File: config.mk
export PLATFORM = sky130hd
export DESIGN_NAME = bitclk_fsync_gen
export DESIGN_NICKNAME = d
export VERILOG_FILES = /design/src/rtl/bfg_pkg.sv /design/src/rtl/bfg_cfg_shadow.sv /design/src/rtl/bfg_src_sel.sv /design/src/rtl/bfg_divider.sv /design/src/rtl/bfg_frame_ctl.sv /design/src/rtl/bitclk_fsync_gen.sv
export SDC_FILE = /design/constraint.sdc
export NUM_CORES = 1
export LEC_CHECK = 0
export CAP_MARGIN = 30
export CORE_MARGIN = 2
export CORE_UTILIZATION = 48
export DETAILED_ROUTE_END_ITERATION = 8
export PLACE_DENSITY = 0.73
export SYNTH_ARGS = -nofsm -noshare
export SYNTH_HDL_FRONTEND = slang
export SYNTH_SLANG_ARGS = --single-unit
export TNS_END_PERCENT = 10
File: constraint.sdc
create_clock -name clk -period 2.6 [get_ports clk]
set_input_delay 0.26 -clock clk [delete_from_list [all_inputs] [get_ports clk]]
set_output_delay 0.26 -clock clk [all_outputs]
set_load 0.005 [all_outputs]
File: src/rtl/bfg_pkg.sv
package bfg_pkg;

    localparam int BFG_DIV_W_DEF  = 8;
    localparam int BFG_WID_W_DEF  = 8;
    localparam int BFG_PER_W_DEF  = 12;
    localparam int BFG_SYNC_DEF   = 2;

    typedef struct packed {
        logic src_ext;
        logic periodic;
        logic clk_inv;
        logic fs_inv;
    } bfg_mode_t;

    typedef enum logic {
        FR_IDLE = 1'b0,
        FR_RUN  = 1'b1
    } bfg_frame_e;

    function automatic int bfg_max(input int a, input int b);
        return (a > b) ? a : b;
    endfunction

endpackage

File: src/rtl/bfg_cfg_shadow.sv
module bfg_cfg_shadow
    import bfg_pkg::*;
#(
    parameter int DIV_W = BFG_DIV_W_DEF,
    parameter int WID_W = BFG_WID_W_DEF,
    parameter int PER_W = BFG_PER_W_DEF
) (
    input  logic             clk,
    input  logic             rst,
    input  logic             gen_hold,
    input  logic [DIV_W-1:0] in_div,
    input  logic [WID_W-1:0] in_width,
    input  logic [PER_W-1:0] in_period,
    input  bfg_mode_t        in_mode,
    output logic [DIV_W-1:0] sh_div,
    output logic [WID_W-1:0] sh_width,
    output logic [PER_W-1:0] sh_period,
    output bfg_mode_t        sh_mode
);

    always_ff @(posedge clk) begin
        if (rst) begin
            sh_div    <= '0;
            sh_width  <= '0;
            sh_period <= '0;
            sh_mode   <= '0;
        end else if (gen_hold) begin
            sh_div    <= in_div;
            sh_width  <= in_width;
            sh_period <= in_period;
            sh_mode   <= in_mode;
        end
    end

    // a running generator never sees its configuration move
    p_cfg_frozen_r11: assert property (@(posedge clk) disable iff (rst)
        !gen_hold |=> $stable({sh_div, sh_width, sh_period, sh_mode}));

endmodule

File: src/rtl/bfg_src_sel.sv
module bfg_src_sel #(
    parameter int SYNC_STAGES = 2
) (
    input  logic clk,
    input  logic rst,
    input  logic ext_clk_i,
    input  logic use_ext,
    output logic src_tick
);

    localparam int HIST = SYNC_STAGES;

    logic [HIST:0] sync_q;
    logic          ext_rise;

    always_ff @(posedge clk) begin
        if (rst) sync_q[0] <= 1'b0;
        else     sync_q[0] <= ext_clk_i;
    end

    for (genvar i = 1; i <= HIST; i++) begin : g_sync
        always_ff @(posedge clk) begin
            if (rst) sync_q[i] <= 1'b0;
            else     sync_q[i] <= sync_q[i-1];
        end
    end

    assign ext_rise = sync_q[HIST-1] & ~sync_q[HIST];
    assign src_tick = use_ext ? ext_rise : 1'b1;

    // external ticks are isolated edges, never on back-to-back cycles
    p_ext_tick_gap_r4: assert property (@(posedge clk) disable iff (rst)
        (use_ext && src_tick) |=> (!src_tick || !use_ext));

endmodule

File: src/rtl/bfg_divider.sv
module bfg_divider
    import bfg_pkg::*;
#(
    parameter int DIV_W = BFG_DIV_W_DEF
) (
    input  logic             clk,
    input  logic             rst,
    input  logic             gen_hold,
    input  logic             src_tick,
    input  logic [DIV_W-1:0] div,
    output logic             bclk_lvl,
    output logic             bit_start
);

    localparam logic [DIV_W-1:0] ONE = {{(DIV_W-1){1'b0}}, 1'b1};

    logic [DIV_W-1:0] cnt_q;
    logic [DIV_W-1:0] cnt_n;
    logic [DIV_W-1:0] half;
    logic             at_end;

    assign half   = div >> 1;
    assign at_end = (cnt_q == div);

    always_comb begin
        bit_start = !gen_hold && src_tick && at_end;
        cnt_n     = cnt_q;
        if (src_tick) begin
            cnt_n = at_end ? '0 : cnt_q + ONE;
        end
    end

    // Held count sits at the terminal value so the first tick after
    // release opens a fresh bit period.
    always_ff @(posedge clk) begin
        if (rst) begin
            cnt_q    <= '0;
            bclk_lvl <= 1'b0;
        end else if (gen_hold) begin
            cnt_q    <= div;
            bclk_lvl <= 1'b0;
        end else if (src_tick) begin
            cnt_q    <= cnt_n;
            bclk_lvl <= (cnt_n <= half);
        end
    end

    // the phase count never passes the divisor
    p_cnt_bound_r1: assert property (@(posedge clk) disable iff (rst)
        !gen_hold |-> (cnt_q <= div));

    // every bit period opens with the clock high
    p_start_high_r1: assert property (@(posedge clk) disable iff (rst)
        bit_start |=> bclk_lvl);

    // a held generator parks the bit clock low
    p_hold_idle_r6: assert property (@(posedge clk) disable iff (rst)
        gen_hold |=> !bclk_lvl);

endmodule

File: src/rtl/bfg_frame_ctl.sv
module bfg_frame_ctl
    import bfg_pkg::*;
#(
    parameter int WID_W = BFG_WID_W_DEF,
    parameter int PER_W = BFG_PER_W_DEF
) (
    input  logic             clk,
    input  logic             rst,
    input  logic             gen_hold,
    input  logic             fs_hold,
    input  logic             periodic,
    input  logic             load_strobe,
    input  logic             bit_start,
    input  logic [WID_W-1:0] width,
    input  logic [PER_W-1:0] period,
    output logic             fs_lvl
);

    localparam int CMP_W = bfg_max(WID_W, PER_W);
    localparam logic [PER_W-1:0] ONE = {{(PER_W-1){1'b0}}, 1'b1};

    bfg_frame_e       st_q, st_n;
    logic [PER_W-1:0] fcnt_q, fcnt_n;
    logic             pend_q, pend_n;
    logic             lvl_n;
    logic             any_hold;
    logic             last_bit;
    logic             start_req;

    assign any_hold  = gen_hold | fs_hold;
    assign last_bit  = (fcnt_q == period);
    assign start_req = periodic | pend_q | load_strobe;

    always_comb begin
        st_n   = st_q;
        fcnt_n = fcnt_q;
        pend_n = pend_q;
        lvl_n  = fs_lvl;
        if (any_hold) begin
            st_n   = FR_IDLE;
            fcnt_n = '0;
            pend_n = 1'b0;
            lvl_n  = 1'b0;
        end else begin
            pend_n = periodic ? 1'b0 : (pend_q | load_strobe);
            if (bit_start) begin
                if (st_q == FR_RUN && !last_bit) begin
                    fcnt_n = fcnt_q + ONE;
                end else if (start_req) begin
                    st_n   = FR_RUN;
                    fcnt_n = '0;
                    pend_n = 1'b0;
                end else begin
                    st_n   = FR_IDLE;
                    fcnt_n = '0;
                end
                lvl_n = (st_n == FR_RUN) && (CMP_W'(fcnt_n) <= CMP_W'(width));
            end
        end
    end

    always_ff @(posedge clk) begin
        if (rst) begin
            st_q   <= FR_IDLE;
            fcnt_q <= '0;
            pend_q <= 1'b0;
            fs_lvl <= 1'b0;
        end else begin
            st_q   <= st_n;
            fcnt_q <= fcnt_n;
            pend_q <= pend_n;
            fs_lvl <= lvl_n;
        end
    end

    // either hold silences the pulse on the next edge
    p_fs_hold_r7: assert property (@(posedge clk) disable iff (rst)
        any_hold |=> !fs_lvl);

    // the frame position stays inside the programmed period
    p_fcnt_bound_r3: assert property (@(posedge clk) disable iff (rst)
        (st_q == FR_RUN) |-> (fcnt_q <= period));

    // the pulse only moves on bit-period starts or holds
    p_fs_quiet_r2: assert property (@(posedge clk) disable iff (rst)
        (!bit_start && !any_hold) |=> $stable(fs_lvl));

    // a frame starting from idle begins at count zero with the pulse on
    p_start_zero_r2: assert property (@(posedge clk) disable iff (rst)
        (st_q == FR_IDLE && bit_start && !any_hold && start_req)
        |=> (st_q == FR_RUN && fcnt_q == '0 && fs_lvl));

    // without a request an idle load-triggered frame stays idle
    p_oneshot_idle_r10: assert property (@(posedge clk) disable iff (rst)
        (!periodic && st_q == FR_IDLE && !pend_q && !load_strobe) |=> (st_q == FR_IDLE));

endmodule

File: src/rtl/bitclk_fsync_gen.sv
module bitclk_fsync_gen
    import bfg_pkg::*;
#(
    parameter int DIV_W       = BFG_DIV_W_DEF,
    parameter int WID_W       = BFG_WID_W_DEF,
    parameter int PER_W       = BFG_PER_W_DEF,
    parameter int SYNC_STAGES = BFG_SYNC_DEF
) (
    input  logic             clk,
    input  logic             rst,
    input  logic             ext_clk_i,
    input  logic             gen_hold,
    input  logic             fs_hold,
    input  logic             load_strobe,
    input  logic [DIV_W-1:0] cfg_div,
    input  logic [WID_W-1:0] cfg_width,
    input  logic [PER_W-1:0] cfg_period,
    input  logic             cfg_src_ext,
    input  logic             cfg_periodic,
    input  logic             cfg_clk_inv,
    input  logic             cfg_fs_inv,
    output logic             bit_clk_o,
    output logic             fsync_o
);

    bfg_mode_t        in_mode;
    bfg_mode_t        sh_mode;
    logic [DIV_W-1:0] sh_div;
    logic [WID_W-1:0] sh_width;
    logic [PER_W-1:0] sh_period;
    logic             src_tick;
    logic             bclk_lvl;
    logic             bit_start;
    logic             fs_lvl;

    always_comb begin
        in_mode.src_ext  = cfg_src_ext;
        in_mode.periodic = cfg_periodic;
        in_mode.clk_inv  = cfg_clk_inv;
        in_mode.fs_inv   = cfg_fs_inv;
    end

    bfg_cfg_shadow #(
        .DIV_W (DIV_W),
        .WID_W (WID_W),
        .PER_W (PER_W)
    ) u_shadow (
        .clk       (clk),
        .rst       (rst),
        .gen_hold  (gen_hold),
        .in_div    (cfg_div),
        .in_width  (cfg_width),
        .in_period (cfg_period),
        .in_mode   (in_mode),
        .sh_div    (sh_div),
        .sh_width  (sh_width),
        .sh_period (sh_period),
        .sh_mode   (sh_mode)
    );

    bfg_src_sel #(
        .SYNC_STAGES (SYNC_STAGES)
    ) u_src (
        .clk       (clk),
        .rst       (rst),
        .ext_clk_i (ext_clk_i),
        .use_ext   (sh_mode.src_ext),
        .src_tick  (src_tick)
    );

    bfg_divider #(
        .DIV_W (DIV_W)
    ) u_div (
        .clk       (clk),
        .rst       (rst),
        .gen_hold  (gen_hold),
        .src_tick  (src_tick),
        .div       (sh_div),
        .bclk_lvl  (bclk_lvl),
        .bit_start (bit_start)
    );

    bfg_frame_ctl #(
        .WID_W (WID_W),
        .PER_W (PER_W)
    ) u_frame (
        .clk         (clk),
        .rst         (rst),
        .gen_hold    (gen_hold),
        .fs_hold     (fs_hold),
        .periodic    (sh_mode.periodic),
        .load_strobe (load_strobe),
        .bit_start   (bit_start),
        .width       (sh_width),
        .period      (sh_period),
        .fs_lvl      (fs_lvl)
    );

    assign bit_clk_o = bclk_lvl ^ sh_mode.clk_inv;
    assign fsync_o   = fs_lvl ^ sh_mode.fs_inv;

    // reset leaves both pins low on the following edge
    p_reset_low_r12: assert property (@(posedge clk)
        rst |=> (!bit_clk_o && !fsync_o));

endmodule

==> results_dict.tcl <==
set metrics [dict create \
    vias 2949 \
    crit_path_cell_trace "xnor2_2, nand4_1, buf_4, o21ai_1, buf_4, nor2_1, a21oi_1, ha_1, nor2b_1, o21a_1, o21ai_0, a21oi_1, o31a_1, o21ai_0" \
    rows 30 \
    post-cts-setup-buffer-count 0 \
    yosys_warnings 0 \
    rsz0062_at_grt "true" \
    dieArea_mm2 0.00778 \
    cp_data_arrival_time_ns 2.71 \
    critical-path-top-delay-family "compound AO/OA/AOI/OAI gates" \
    synth-compound-area-share_pct 12.7 \
    fmax_mhz 409 \
    h-tree-depth 3 \
    area_growth_pct 22.4 \
    grt_max_degree 44 \
    synth_top_family_by_area "simple AND/OR/NAND/NOR gates" \
    syn_area_per_cell_um2 8.43 \
    slew_headroom_pct 62.5 \
    diodes 0 \
    crit_path_max_fanout 6 \
    worst_setup_path_end_kind "flip-flop" \
    synthCells 404 \
    cts_tree "done" \
    worst_slack_ns 0.155 \
    wire_per_inst_um 14.0 \
    setup_tns_ns 0 \
    post-place-ws_ns 0.0664 \
    die_h_um 88.2 \
    postRouteAntennaNets 0 \
    ys_ff_latch 59 \
    grt_pass1_wl_mm 12.6 \
    clockBufferDepth 2 \
    async_reset_ff_share_pct 0 \
    ctsHoldBuffers 0 \
    worstHoldPathType "input pin to flip-flop" \
    tightest_slew_ns 0.562 \
    grt_antenna_before_repair 0 \
    synth_edf_count 0 \
    synth-adder-area-share_pct 6.25 \
    io_pins 40 \
    ys_types 43 \
    die_w_um 88.2 \
    hpwl_mm 5.64 \
    critPathLaunchType "flip-flop" \
    yosys.area_share.xor_xnor_pct 8.89 \
    worst_hold_slack_ns 0.412 \
    grt_overflow 0 \
    maxCapViolCount 0 \
    crit_slowest_cell "dfxtp_2" \
    gp_congestion 0.858 \
    grt_pass1_vias 2763 \
    p_leak_nw 1.65 \
    drtPass1Iterations 6 \
    fin_crit_ns 2.44 \
    ctsResizeCount 0 \
    synth-simple-area-share_pct 21.5 \
    timing.final.crit_share_pct 94.0 \
    synthMuxAreaShare_pct 10.0 \
    regArea_mm2 0.00119 \
    slew_viol_final 0 \
    top_usage_layer "met2" \
    num-nets-final 506 \
    setup_violations 0 \
    cts_buffers 9 \
    use_met2_pct 32.5 \
    initial_core_util_pct 49.8 \
    via_per_inst 5.34 \
    ys.flop_type "dfxtp_1" \
    ctsRootBufferMaster "clkbuf_8" \
    grtUsageMet3_pct 5.97 \
    criticalPathCategory "flip-flop to flip-flop" \
    first_iter_violations 140 \
    drt_wl_total_mm 7.70 \
    remaining_drc_errors 0 \
    insertion_delay_ns 0.34 \
    cts_sinks 59 \
    fillers 634 \
    power_mw 2.17 \
    peakVddDrop_uv 268 \
    cellPowerDensity_mw_per_mm2 520 \
    critPathRequiredTime_ns 2.87 \
    track_usage_pct 21.0 \
    multi_input_area_mm2 0.00204 \
    final_hold_viol_count 0 \
    ys_seq_area_share_pct 34.7 \
    max_stage_delay_ns 0.36 \
    io_buffer_count 39 \
    outcome "complete, no violations" \
    clk_pin_slew_worst_paths_ns 0.07 \
    fin_skew_ns 0.00899 \
    netlist_area_mm2 0.00340 \
    core_area_mm2 0.00683 \
    synth_fp_nets 459 \
    layout-drive-gt1-share_pct 13.2 \
    cp_num_buf_inv 2 \
    use_met1_pct 28.8 \
]
per-layer routing:
layer	wire length [µm]	part of all wire, %
met5	0	0
met4	57	0.74
met3	432	5.6
met2	3510	46
met1	3700	48
worst reg2reg max path, stage by stage, from the launching register on:
cell and delay (ns):
dfxtp_2 0.36, xnor2_2 0.21, nand4_1 0.22, buf_4 0.21, o21ai_1 0.11, buf_4 0.16
nor2_1 0.04, a21oi_1 0.12, ha_1 0.17, nor2b_1 0.05, o21a_1 0.16, o21ai_0 0.13
a21oi_1 0.08, o31a_1 0.23, o21ai_0 0.14
stage by stage:
stage | utilization, % | instance area [µm²] | cells
after floorplan | - | 3400 | 404
after global placement | 57.7 | 3940 | 536
after detailed placement | 57.7 | 3940 | 536
after CTS | 60.5 | 4130 | 552
after global routing | 61.0 | 4170 | 552
final | 61.0 | 4170 | 552
registers in the layout, summed over array words and instances, names as in the netlist:
| name | cells |
|---|---|
| u_div.bclk_lvl | 1 |
| u_div.cnt_q | 8 |
| u_frame.fcnt_q | 12 |
| u_frame.fs_lvl | 1 |
| u_frame.pend_q | 1 |
| u_frame.st_q | 1 |
| u_shadow.sh_div | 8 |
| u_shadow.sh_mode | 4 |
| u_shadow.sh_period | 12 |
| u_shadow.sh_width | 8 |
| u_src.sync_q | 3 |
final timing paths:
path	cells after the start	startpoint	slack (ns)	end
max	14	u_div.cnt_q[7]	0.16	u_div.bclk_lvl
min reg2reg	1	u_src.sync_q[0]	0.44	u_src.sync_q[1]
min	3	gen_hold	0.41	u_shadow.sh_div[6]
max reg2reg	14	u_div.cnt_q[7]	0.16	u_div.bclk_lvl
synthesized netlist by cell type (all sizes together), types with 3 or more instances:
cell type,instances,share of area [%]
and3,8,1.5
or3,3,0.55
nand4,7,1.5
inv,16,1.8
a221oi,6,1.5
nand3,12,1.8
o31ai,5,1.2
xor2,7,1.8
buf,15,3.0
nor2,65,7.4
nor3,4,0.59
ha,17,6.2
a21oi,21,3.1
nor2b,10,1.8
dfxtp,59,35
nand3b,4,0.88
nand2,20,2.2
nand2b,3,0.55
mux2i,34,10
xnor2,25,7.1
o21ai,30,4.4
clkbuf,11,1.2
area by class of cell:
type                    count  share of cell area (%)
repair buffers             62                    13.4
multi-input cells         303                    49.0
clock inverters             5                    1.26
inverters                  16                    1.44
clock buffers              11                    3.39
flip-flops and latches     59                    28.6
well taps                  96                    2.88
cells in the final DEF (no fill, tap or decap), types with 9 or more instances in the layout:
cell type / n
nor2_1: 63
clkbuf_8: 10
dfxtp_2: 9
dfxtp_1: 50
nor2b_1: 10
inv_1: 16
clkdlybuf4s50_1: 38
mux2i_1: 34
a21oi_1: 21
xnor2_1: 21
nand2_1: 20
nand3_1: 12
o21ai_0: 27
ha_1: 17
buf_4: 23
cell families after synthesis:
logic type,count (synthesis)
compound gates,72
xor+xnor,32
fa+ha+maj,17
buf+inv,42
flops,59
mux,34
simple gates,148
power breakdown:
| group | internal [mW] | switching [mW] |
|---|---|---|
| clock network | 0.464 | 0.364 |
| logic | 0.187 | 0.175 |
| registers | 0.945 | 0.0332 |
Power figures use the tool's default switching activity.
